--- src/rtl/caltime_pkg.sv ---
package caltime_pkg;

  localparam int FLD_W   = 8;
  localparam int NUM_FLD = 7;
  localparam int SEL_W   = 3;

  localparam int I_SEC  = 0;
  localparam int I_MIN  = 1;
  localparam int I_HOUR = 2;
  localparam int I_WDAY = 3;
  localparam int I_MDAY = 4;
  localparam int I_MON  = 5;
  localparam int I_YEAR = 6;

  typedef logic [FLD_W-1:0] fld_t;
  typedef fld_t [NUM_FLD-1:0] cal_t;

  // year, month, mday, wday, hour, min, sec (index 6 down to 0)
  localparam cal_t CAL_RESET = {8'd0, 8'd1, 8'd1, 8'd1, 8'd0, 8'd0, 8'd0};

  function automatic fld_t bin_to_bcd(input fld_t v);
    fld_t tens;
    fld_t ones;
    tens = v / 8'd10;
    ones = v % 8'd10;
    return (tens << 4) | ones;
  endfunction

  function automatic fld_t bcd_to_bin(input fld_t v);
    return ({4'd0, v[7:4]} * 8'd10) + {4'd0, v[3:0]};
  endfunction

  function automatic fld_t to_ext(input fld_t v, input logic bin_mode);
    return bin_mode ? v : bin_to_bcd(v);
  endfunction

  function automatic fld_t from_ext(input fld_t v, input logic bin_mode);
    return bin_mode ? v : bcd_to_bin(v);
  endfunction

  function automatic fld_t encode_field(input int idx, input fld_t v,
                                        input logic bin_mode, input logic h24);
    fld_t h12;
    if (idx == I_HOUR && !h24) begin
      h12 = v % 8'd12;
      if (h12 == 8'd0) h12 = 8'd12;
      return to_ext(h12, bin_mode) | ((v >= 8'd12) ? 8'h80 : 8'h00);
    end
    return to_ext(v, bin_mode);
  endfunction

  function automatic fld_t decode_field(input int idx, input fld_t raw,
                                        input logic bin_mode, input logic h24);
    fld_t v;
    if (idx == I_HOUR) begin
      v = from_ext(raw & 8'h7F, bin_mode);
      if (!h24) v = (v % 8'd12) + (raw[7] ? 8'd12 : 8'd0);
    end else begin
      v = from_ext(raw, bin_mode);
    end
    if (idx == I_YEAR) begin
      if (v >= 8'd200)      v = v - 8'd200;
      else if (v >= 8'd100) v = v - 8'd100;
    end
    return v;
  endfunction

  function automatic fld_t days_in_month(input fld_t mon, input logic leap);
    case (mon)
      8'd2:                    return leap ? 8'd29 : 8'd28;
      8'd4, 8'd6, 8'd9, 8'd11: return 8'd30;
      default:                 return 8'd31;
    endcase
  endfunction

endpackage

--- src/rtl/caltime_step.sv ---
module caltime_step
  import caltime_pkg::*;
#(
  parameter int CEN_W = 7
) (
  input  cal_t             cur,
  input  logic [CEN_W-1:0] century,
  output cal_t             nxt
);

  logic leap;
  fld_t dim;
  logic c_min, c_hour, c_day, c_mon, c_year;

  always_comb begin
    leap = (cur[I_YEAR][1:0] == 2'b00) &&
           ((cur[I_YEAR] != 8'd0) || ((century & CEN_W'(3)) == '0));
    dim  = days_in_month(cur[I_MON], leap);

    c_min  = (cur[I_SEC]  >= 8'd59);
    c_hour = c_min  && (cur[I_MIN]  >= 8'd59);
    c_day  = c_hour && (cur[I_HOUR] >= 8'd23);
    c_mon  = c_day  && (cur[I_MDAY] >= dim);
    c_year = c_mon  && (cur[I_MON]  >= 8'd12);

    nxt = cur;
    nxt[I_SEC] = c_min ? 8'd0 : cur[I_SEC] + 8'd1;
    if (c_min)  nxt[I_MIN]  = c_hour ? 8'd0 : cur[I_MIN] + 8'd1;
    if (c_hour) nxt[I_HOUR] = c_day  ? 8'd0 : cur[I_HOUR] + 8'd1;
    if (c_day) begin
      nxt[I_WDAY] = (cur[I_WDAY] >= 8'd7) ? 8'd1 : cur[I_WDAY] + 8'd1;
      nxt[I_MDAY] = c_mon ? 8'd1 : cur[I_MDAY] + 8'd1;
    end
    if (c_mon)  nxt[I_MON]  = c_year ? 8'd1 : cur[I_MON] + 8'd1;
    if (c_year) nxt[I_YEAR] = (cur[I_YEAR] >= 8'd99) ? 8'd0 : cur[I_YEAR] + 8'd1;
  end

endmodule

--- src/rtl/caltime_codec.sv ---
module caltime_codec
  import caltime_pkg::*;
(
  input  cal_t bin_in,
  input  cal_t ext_in,
  input  logic fmt_binary,
  input  logic fmt_24h,
  output cal_t ext_out,
  output cal_t bin_out
);

  for (genvar i = 0; i < NUM_FLD; i++) begin : g_fld
    assign ext_out[i] = encode_field(i, bin_in[i], fmt_binary, fmt_24h);
    assign bin_out[i] = decode_field(i, ext_in[i], fmt_binary, fmt_24h);
  end

endmodule

--- src/rtl/caltime_core.sv ---
module caltime_core
  import caltime_pkg::*;
#(
  parameter int CEN_W = 7
) (
  input  logic             clk,
  input  logic             rst_n,
  input  logic             tick_1s,
  input  logic             fmt_binary,
  input  logic             fmt_24h,
  input  logic             hold_set,
  input  logic [CEN_W-1:0] century,
  input  logic             ld_en,
  input  logic [SEL_W-1:0] ld_sel,
  input  logic [FLD_W-1:0] ld_data,
  output logic [FLD_W-1:0] sec_o,
  output logic [FLD_W-1:0] min_o,
  output logic [FLD_W-1:0] hour_o,
  output logic [FLD_W-1:0] wday_o,
  output logic [FLD_W-1:0] mday_o,
  output logic [FLD_W-1:0] mon_o,
  output logic [FLD_W-1:0] year_o
);

  localparam int SYNC_STAGES = 2;

  // reset: asserted asynchronously, released on the clock
  logic [SYNC_STAGES-1:0] rsync_q;
  logic                   arst_n;

  always_ff @(posedge clk or negedge rst_n) begin
    if (!rst_n) rsync_q <= '0;
    else        rsync_q <= {rsync_q[SYNC_STAGES-2:0], 1'b1};
  end
  assign arst_n = rsync_q[SYNC_STAGES-1];

  // state
  cal_t tm_q, tm_d;
  cal_t vis_q, vis_d;
  logic hold_q;
  logic tm_en, vis_en;

  // datapath
  cal_t base, step_out, enc_out, vis_dec;
  logic commit;
  logic ld_hit;
  fld_t ld_bin;

  caltime_step #(.CEN_W(CEN_W)) u_step (
    .cur     (base),
    .century (century),
    .nxt     (step_out)
  );

  caltime_codec u_codec (
    .bin_in     (tm_d),
    .ext_in     (vis_q),
    .fmt_binary (fmt_binary),
    .fmt_24h    (fmt_24h),
    .ext_out    (enc_out),
    .bin_out    (vis_dec)
  );

  always_comb begin
    commit = hold_q && !hold_set;
    base   = commit ? vis_dec : tm_q;
    ld_hit = ld_en && (int'(ld_sel) < NUM_FLD);
    ld_bin = decode_field(int'(ld_sel), ld_data, fmt_binary, fmt_24h);

    // internal time: frozen in set mode, load beats tick
    tm_d = base;
    if (ld_hit) begin
      for (int i = 0; i < NUM_FLD; i++) begin
        if (int'(ld_sel) == i) tm_d[i] = ld_bin;
      end
    end else if (tick_1s) begin
      tm_d = step_out;
    end

    // visible registers: raw staging in set mode, re-encoded otherwise
    vis_d = enc_out;
    if (hold_set) begin
      vis_d = vis_q;
      for (int i = 0; i < NUM_FLD; i++) begin
        if (ld_hit && int'(ld_sel) == i) vis_d[i] = ld_data;
      end
    end

    tm_en  = !hold_set;
    vis_en = !hold_set || ld_hit;
  end

  always_ff @(posedge clk or negedge arst_n) begin
    if (!arst_n) begin
      tm_q   <= CAL_RESET;
      vis_q  <= CAL_RESET;
      hold_q <= 1'b0;
    end else begin
      hold_q <= hold_set;
      if (tm_en)  tm_q  <= tm_d;
      if (vis_en) vis_q <= vis_d;
    end
  end

  assign sec_o  = vis_q[I_SEC];
  assign min_o  = vis_q[I_MIN];
  assign hour_o = vis_q[I_HOUR];
  assign wday_o = vis_q[I_WDAY];
  assign mday_o = vis_q[I_MDAY];
  assign mon_o  = vis_q[I_MON];
  assign year_o = vis_q[I_YEAR];

endmodule

--- config.mk ---
export PLATFORM = sky130hd
export DESIGN_NAME = caltime_core
export DESIGN_NICKNAME = d
export VERILOG_FILES = /design/src/rtl/caltime_pkg.sv /design/src/rtl/caltime_step.sv /design/src/rtl/caltime_codec.sv /design/src/rtl/caltime_core.sv
export SDC_FILE = /design/constraint.sdc
export NUM_CORES = 1
export LEC_CHECK = 0
export ABC_CLOCK_PERIOD_IN_PS = 4200
export BUFFER_PORTS_ARGS = -buffer_cell sky130_fd_sc_hd__buf_2
export CORE_ASPECT_RATIO = 0.8
export CORE_MARGIN = 2
export CORE_UTILIZATION = 30
export CTS_CLUSTER_DIAMETER = 40
export DETAILED_ROUTE_END_ITERATION = 6
export PLACE_DENSITY = 0.45
export SLEW_MARGIN = 30
export SYNTH_ARGS = -nofsm -noshare
export SYNTH_HDL_FRONTEND = slang
export SYNTH_SLANG_ARGS = --single-unit
--- constraint.sdc ---
create_clock -name clk -period 4.2 [get_ports clk]
set_input_delay 0.21 -clock clk [delete_from_list [all_inputs] [get_ports clk]]
set_output_delay 0.21 -clock clk [all_outputs]
set_load 0.1 [all_outputs]
==> impl_metrics.json, run 1 <==
{
  "timing.final.ws_setup_ns": -3.644,
  "die_area_sq_um": 62910,
  "vias": 24640,
  "max_freq_mhz": 127.5,
  "worstMarginPinSlew_ns": 1.019,
  "vias_per_cell": 5.679,
  "maxCapViolCount": 0,
  "critical_path.max_fanout": 5,
  "first_pass_iters": 5,
  "critPathLaunchType": "flip-flop",
  "async_reset_ff_frac": 1.000,
  "hold_violations": 0,
  "most-common-layout-cells": "buf_4, nand2_1, nor2_1, a21oi_1, o21ai_0",
  "wl_microns": 92720,
  "finalCriticalPeriod_ns": 7.844,
  "drive_gt1_frac": 0.5046,
  "grt_pass1_wl_microns": 142200,
  "drt_iter0_drc": 1792,
  "fin_crit_sh": 1.868,
  "finalSetupViolations": 100,
  "rsz0062_at_grt": "true",
  "status": "finished with violations",
  "cp.arrival_ns": 8.22,
  "place.detailed.hpwl_microns": 68620,
  "cts.sinks": 115,
  "grt_usage": 0.2893,
  "hp-class": "in2reg",
  "violations": "negative setup slack",
  "grt_overflow_total": 0,
  "syn_inst": 2506,
  "drt_drc_violations_left": 0,
  "cp_data_required_time_ns": 4.57,
  "slew_headroom": 0.3208,
  "wire_per_inst_microns": 21.37,
  "critPathCaptureType": "flip-flop",
  "io_pins": 81,
  "cp_slowest_stage_delay_ns": 0.57,
  "synth.distinct_cells": 114,
  "path_class": "reg2reg",
  "syn-num-nets": 2653,
  "synth_top_family_by_area": "compound AO/OA/AOI/OAI gates",
  "antenna_found_initial": 2,
  "core_area_sq_um": 59960,
  "yosysSeqAreaShare": 0.1579,
  "die_height_microns": 224.7,
  "synth_simple_gate_area_frac": 0.2388,
  "syn_area_per_cell_sq_um": 7.292,
  "synth-compound-area-share": 0.3625,
  "slowest_stage": "fa_2",
  "grt_max_degree": 66,
  "cts-root-buf": "clkbuf_16",
  "ys_warn_count": 0,
  "rows": 80,
  "synthAdderAreaFrac": 0.09107,
  "insertion_delay_ns": 0.50,
  "start_util": 0.3048,
  "fin_skew_ns": 0.02326,
  "synthXorXnorAreaFrac": 0.02869,
  "cts_tree": "yes",
  "worst_hold_slack_ns": 0.2645,
  "cpMostUsedCell": "buf_4",
  "port_buffers": 75,
  "clk_pin_slew_ns": 0.07,
  "grt_pass1_vias": 24390,
  "htreeDepth": 4,
  "place_congestion": 0.9364,
  "die_width_microns": 279.9,
  "synth_seq_cells": 115,
  "maxSlewViolCount": 0,
  "syn_area_sq_um": 18270,
  "synth_ff_type": "dfrtp_1",
  "area_growth_pct": 74.23,
  "cts_buffers": 17,
  "synthMuxAreaShare": 0.06580,
  "synth_edf_count": 0,
  "ant_nets": 0,
  "max-clock-path-buffers": 2,
  "final_common_cell": "buf_4",
  "nNetsFinal": 3693
}
[worst max-delay path, delay by kind of cell (launching register included)]
family	cells	cell delay, ns
compound gates	15	2.67
xor+xnor	2	0.29
fa+ha+maj	5	1.66
buf+inv	4	0.62
flops	1	0.46
mux	2	0.59
simple gates	10	1.43
[sequential cells by signal, summed over array words and instances, names as in the netlist]
| name | cells |
|---|---|
| hour_o | 8 |
| wday_o | 8 |
| tm_q | 56 |
| hold_q | 1 |
| rsync_q | 2 |
| mon_o | 8 |
| mday_o | 8 |
| sec_o | 8 |
| year_o | 8 |
| min_o | 8 |
[cells by family (layout without fill, tap and decap cells)]
family | Yosys count | count (layout)
compound gates | 945 | 945
xor+xnor | 59 | 59
fa+ha+maj | 123 | 123
buf+inv | 245 | 1298
flops | 115 | 115
mux | 114 | 114
other cells | 1 | 2
simple gates | 904 | 904
[through the flow]
step / utilization / worst slack [ns] / setup TNS [ns] / instances / instance area, sq um
after floorplan: - / -3.846 / -243.87 / 2506 / 19750
after global placement: 0.4545 / -3.902 / -264.41 / 4134 / 27250
after detailed placement: 0.4545 / -3.974 / -273.21 / 4134 / 27250
after CTS: 0.5104 / -3.485 / -229.51 / 4286 / 30600
after global routing: 0.5309 / -3.955 / -268.32 / 4338 / 31830
final: 0.5310 / -3.644 / -243.55 / 4339 / 31840
[cells in the mapped netlist (38+ instances only)]
master | number | area share
o21ai_0 | 187 | 0.051
nand2_1 | 272 | 0.056
o211ai_1 | 55 | 0.023
clkbuf_1 | 130 | 0.027
nor3_1 | 88 | 0.024
nand3_1 | 99 | 0.027
a31oi_1 | 51 | 0.017
nor2_1 | 215 | 0.044
inv_1 | 70 | 0.014
a21oi_1 | 193 | 0.053
ha_1 | 105 | 0.072
dfrtp_1 | 109 | 0.15
a211oi_1 | 38 | 0.016
mux2_2 | 49 | 0.030
xnor2_1 | 42 | 0.020
mux2i_1 | 65 | 0.036
[layout make-up]
type | count | area (sq um)
fillers | 5671 | 28120
multi-input cells | 2146 | 17590
clock inverters | 15 | 171.4
well taps | 779 | 974.7
diodes | 1 | 2.502
clock buffers | 17 | 425.4
repair buffers | 1191 | 9477
flip-flops and latches | 115 | 2905
inverters | 75 | 289.0
[per-layer routing]
metal,share of wire,vias to the layer above,global-route usage
met2,0.44,720,0.4491
met4,0.024,0,0.08418
met1,0.48,12080,0.4154
met5,0,-,0
li1,-,11710,-
met3,0.056,132,0.03989
[worst paths after layout]
kind	start	endpoint	slack [ns]	cells past startpoint
worst min-delay path	ld_data[0]	wday_o[0]	0.26	4
worst max-delay path	hour_o[4]	year_o[2]	-3.64	38
min in group asynchronous	rsync_q[1]	min_o[1]	0.44	0
worst max register to register	hour_o[4]	year_o[2]	-3.64	38
worst min register to register	rsync_q[0]	rsync_q[1]	0.36	0
max in group asynchronous	rsync_q[1]	mday_o[0]	2.84	1
[what timing repair did]
action / CTS / global route
endpoints found under the setup margin: 101 / 104
pin swaps: 199 / 107
hold buffers: 2 / 0
gates cloned: 1 / 0
resized for setup: 398 / 180
setup buffers: 125 / 60
endpoints found under the hold margin: 2 / 0
Power of run 1 is left out: the tool's default activity adds up to more than one toggle a clock period on the data nets, which glitch-free logic cannot reach.
==> run 2, diff against run 1 <==
ABC_CLOCK_PERIOD_IN_PS = 6880   (was 4200)
PLACE_DENSITY = 0.46   (was 0.45)
clock period = 6.88 ns   (was 4.2 ns; I/O delays follow)
==> impl_metrics.json, run 2 (synthesis results as in run 1) <==
{
  "core_area_sq_um": 59960,
  "reg2reg_slack_ns": -0.97,
  "finalSetupViolations": 35,
  "drt_drc_violations_left": 0,
  "worstRegToRegCells": 35,
  "vias": 23720,
  "max_freq_mhz": 127.4,
  "violations": "negative setup slack",
  "timing.final.ws_setup_ns": -0.9672,
  "die_height_microns": 224.7,
  "max-clock-path-buffers": 2,
  "stdcell_count": 4048,
  "multi_input_area_sq_um": 17330,
  "grt_pass1_wl_microns": 133700,
  "cts_buffers": 17,
  "vias_per_cell": 5.859,
  "cts_tree": "yes",
  "cts.sinks": 115,
  "ant_nets": 0,
  "nNetsFinal": 3403,
  "maxSlewViolCount": 0,
  "placedCellCount": 3857,
  "wire_per_inst_microns": 22.15,
  "cp_data_required_time_ns": 7.26,
  "reg2reg_to": "year_o[5]",
  "cp.arrival_ns": 8.23,
  "path_class": "reg2reg",
  "critPathCaptureType": "flip-flop",
  "worst_hold_slack_ns": 0.1522,
  "insertion_delay_ns": 0.51,
  "die_width_microns": 279.9,
  "largest_reg_flops": 56,
  "drive_gt1_frac": 0.4442,
  "grt_pass1_vias": 22400,
  "slowest_stage": "or4b_4",
  "slew_headroom": 0.3138,
  "final_common_cell": "buf_4",
  "reg2reg_from": "year_o[7]",
  "place.detailed.hpwl_microns": 65810,
  "critPathLaunchType": "flip-flop",
  "top_register": "tm_q",
  "start_util": 0.3048,
  "htreeDepth": 4,
  "rows": 80,
  "seqCellArea_sq_um": 2902,
  "rsz0062_at_grt": "true",
  "critical_path.max_fanout": 7,
  "antenna_found_initial": 4,
  "maxCapViolCount": 0,
  "grt_usage": 0.2749,
  "die_area_sq_um": 62910,
  "area_growth_pct": 59.88,
  "place_congestion": 0.9407,
  "wl_microns": 89680,
  "worstMarginPinSlew_ns": 1.022,
  "most-common-layout-cells": "buf_4, nand2_1, nor2_1, a21oi_1, o21ai_0",
  "fin_crit_sh": 1.141,
  "port_buffers": 75,
  "hp-class": "in2async",
  "status": "finished with violations",
  "cts-root-buf": "clkbuf_16",
  "io_pins": 81,
  "finalCriticalPeriod_ns": 7.847,
  "hold_violations": 0,
  "grt_overflow_total": 0,
  "fin_skew_ns": 0.01447,
  "num_antenna_cells": 0,
  "fin_tns_setup_ns": -21.25,
  "fill_cells": 5824,
  "clk_pin_slew_ns": 0.06,
  "drt_iter0_drc": 1907,
  "cp_slowest_stage_delay_ns": 0.57,
  "grt_max_degree": 64,
  "first_pass_iters": 5
}
-- run 2: timing repair --
item	CTS	global route
hold buffers	1	0
endpoints found under the hold margin	2	0
resized for setup	264	283
setup endpoints to repair	49	52
setup buffers	94	76
pin swaps	122	165
gates cloned	0	2
-- run 2: per-stage QoR --
step	setup WS (ns)	instance area [sq um]	util
6_report	-0.9672	29210	0.4873
4_1_cts	-0.9347	27350	0.4561
5_1_grt	-1.319	29210	0.4873
3_3_place_gp	-1.312	24800	0.4136
3_5_place_dp	-1.370	24800	0.4136
2_1_floorplan	-1.187	19250	-
-- run 2: how the worst max path moves through the flow --
stage                         start        end  slack, ns  cells after the start
after detailed placement  year_o[7]  year_o[1]      -1.37                     33
after floorplan           year_o[5]  year_o[2]      -1.19                     33
final                     year_o[7]  year_o[5]      -0.97                     35
after global placement    year_o[7]  year_o[1]      -1.31                     33
after global routing      year_o[7]  year_o[2]      -1.32                     34
after CTS                 year_o[7]  year_o[2]      -0.93                     34
-- run 2: critical path, delay by kind of cell, from the launching register on --
kind / cells / cell delay (ns)
flip-flops: 1 / 0.42
buffers and inverters: 3 / 0.49
AO/OA/AOI/OAI: 17 / 2.94
adder cells (fa/ha/maj): 5 / 1.34
AND/OR/NAND/NOR: 8 / 2.17
XOR/XNOR: 2 / 0.35
-- run 2: cell type report --
class                   instances  area share
clock buffers                  20     0.01597
clock inverters                12    0.006082
inverters                      75    0.009893
multi-input cells            2148      0.5932
flip-flops and latches        115     0.09932
well taps                     779     0.03336
repair buffers                899      0.2422
-- run 2: metal layers --
metal	up-vias	routed length, microns	track usage
met5	-	47	0
met1	11690	42390	0.3987
met2	781	39340	0.4164
li1	11120	-	-
met3	118	5773	0.04508
met4	8	2123	0.07901
Power of run 2 is left out for the same reason.
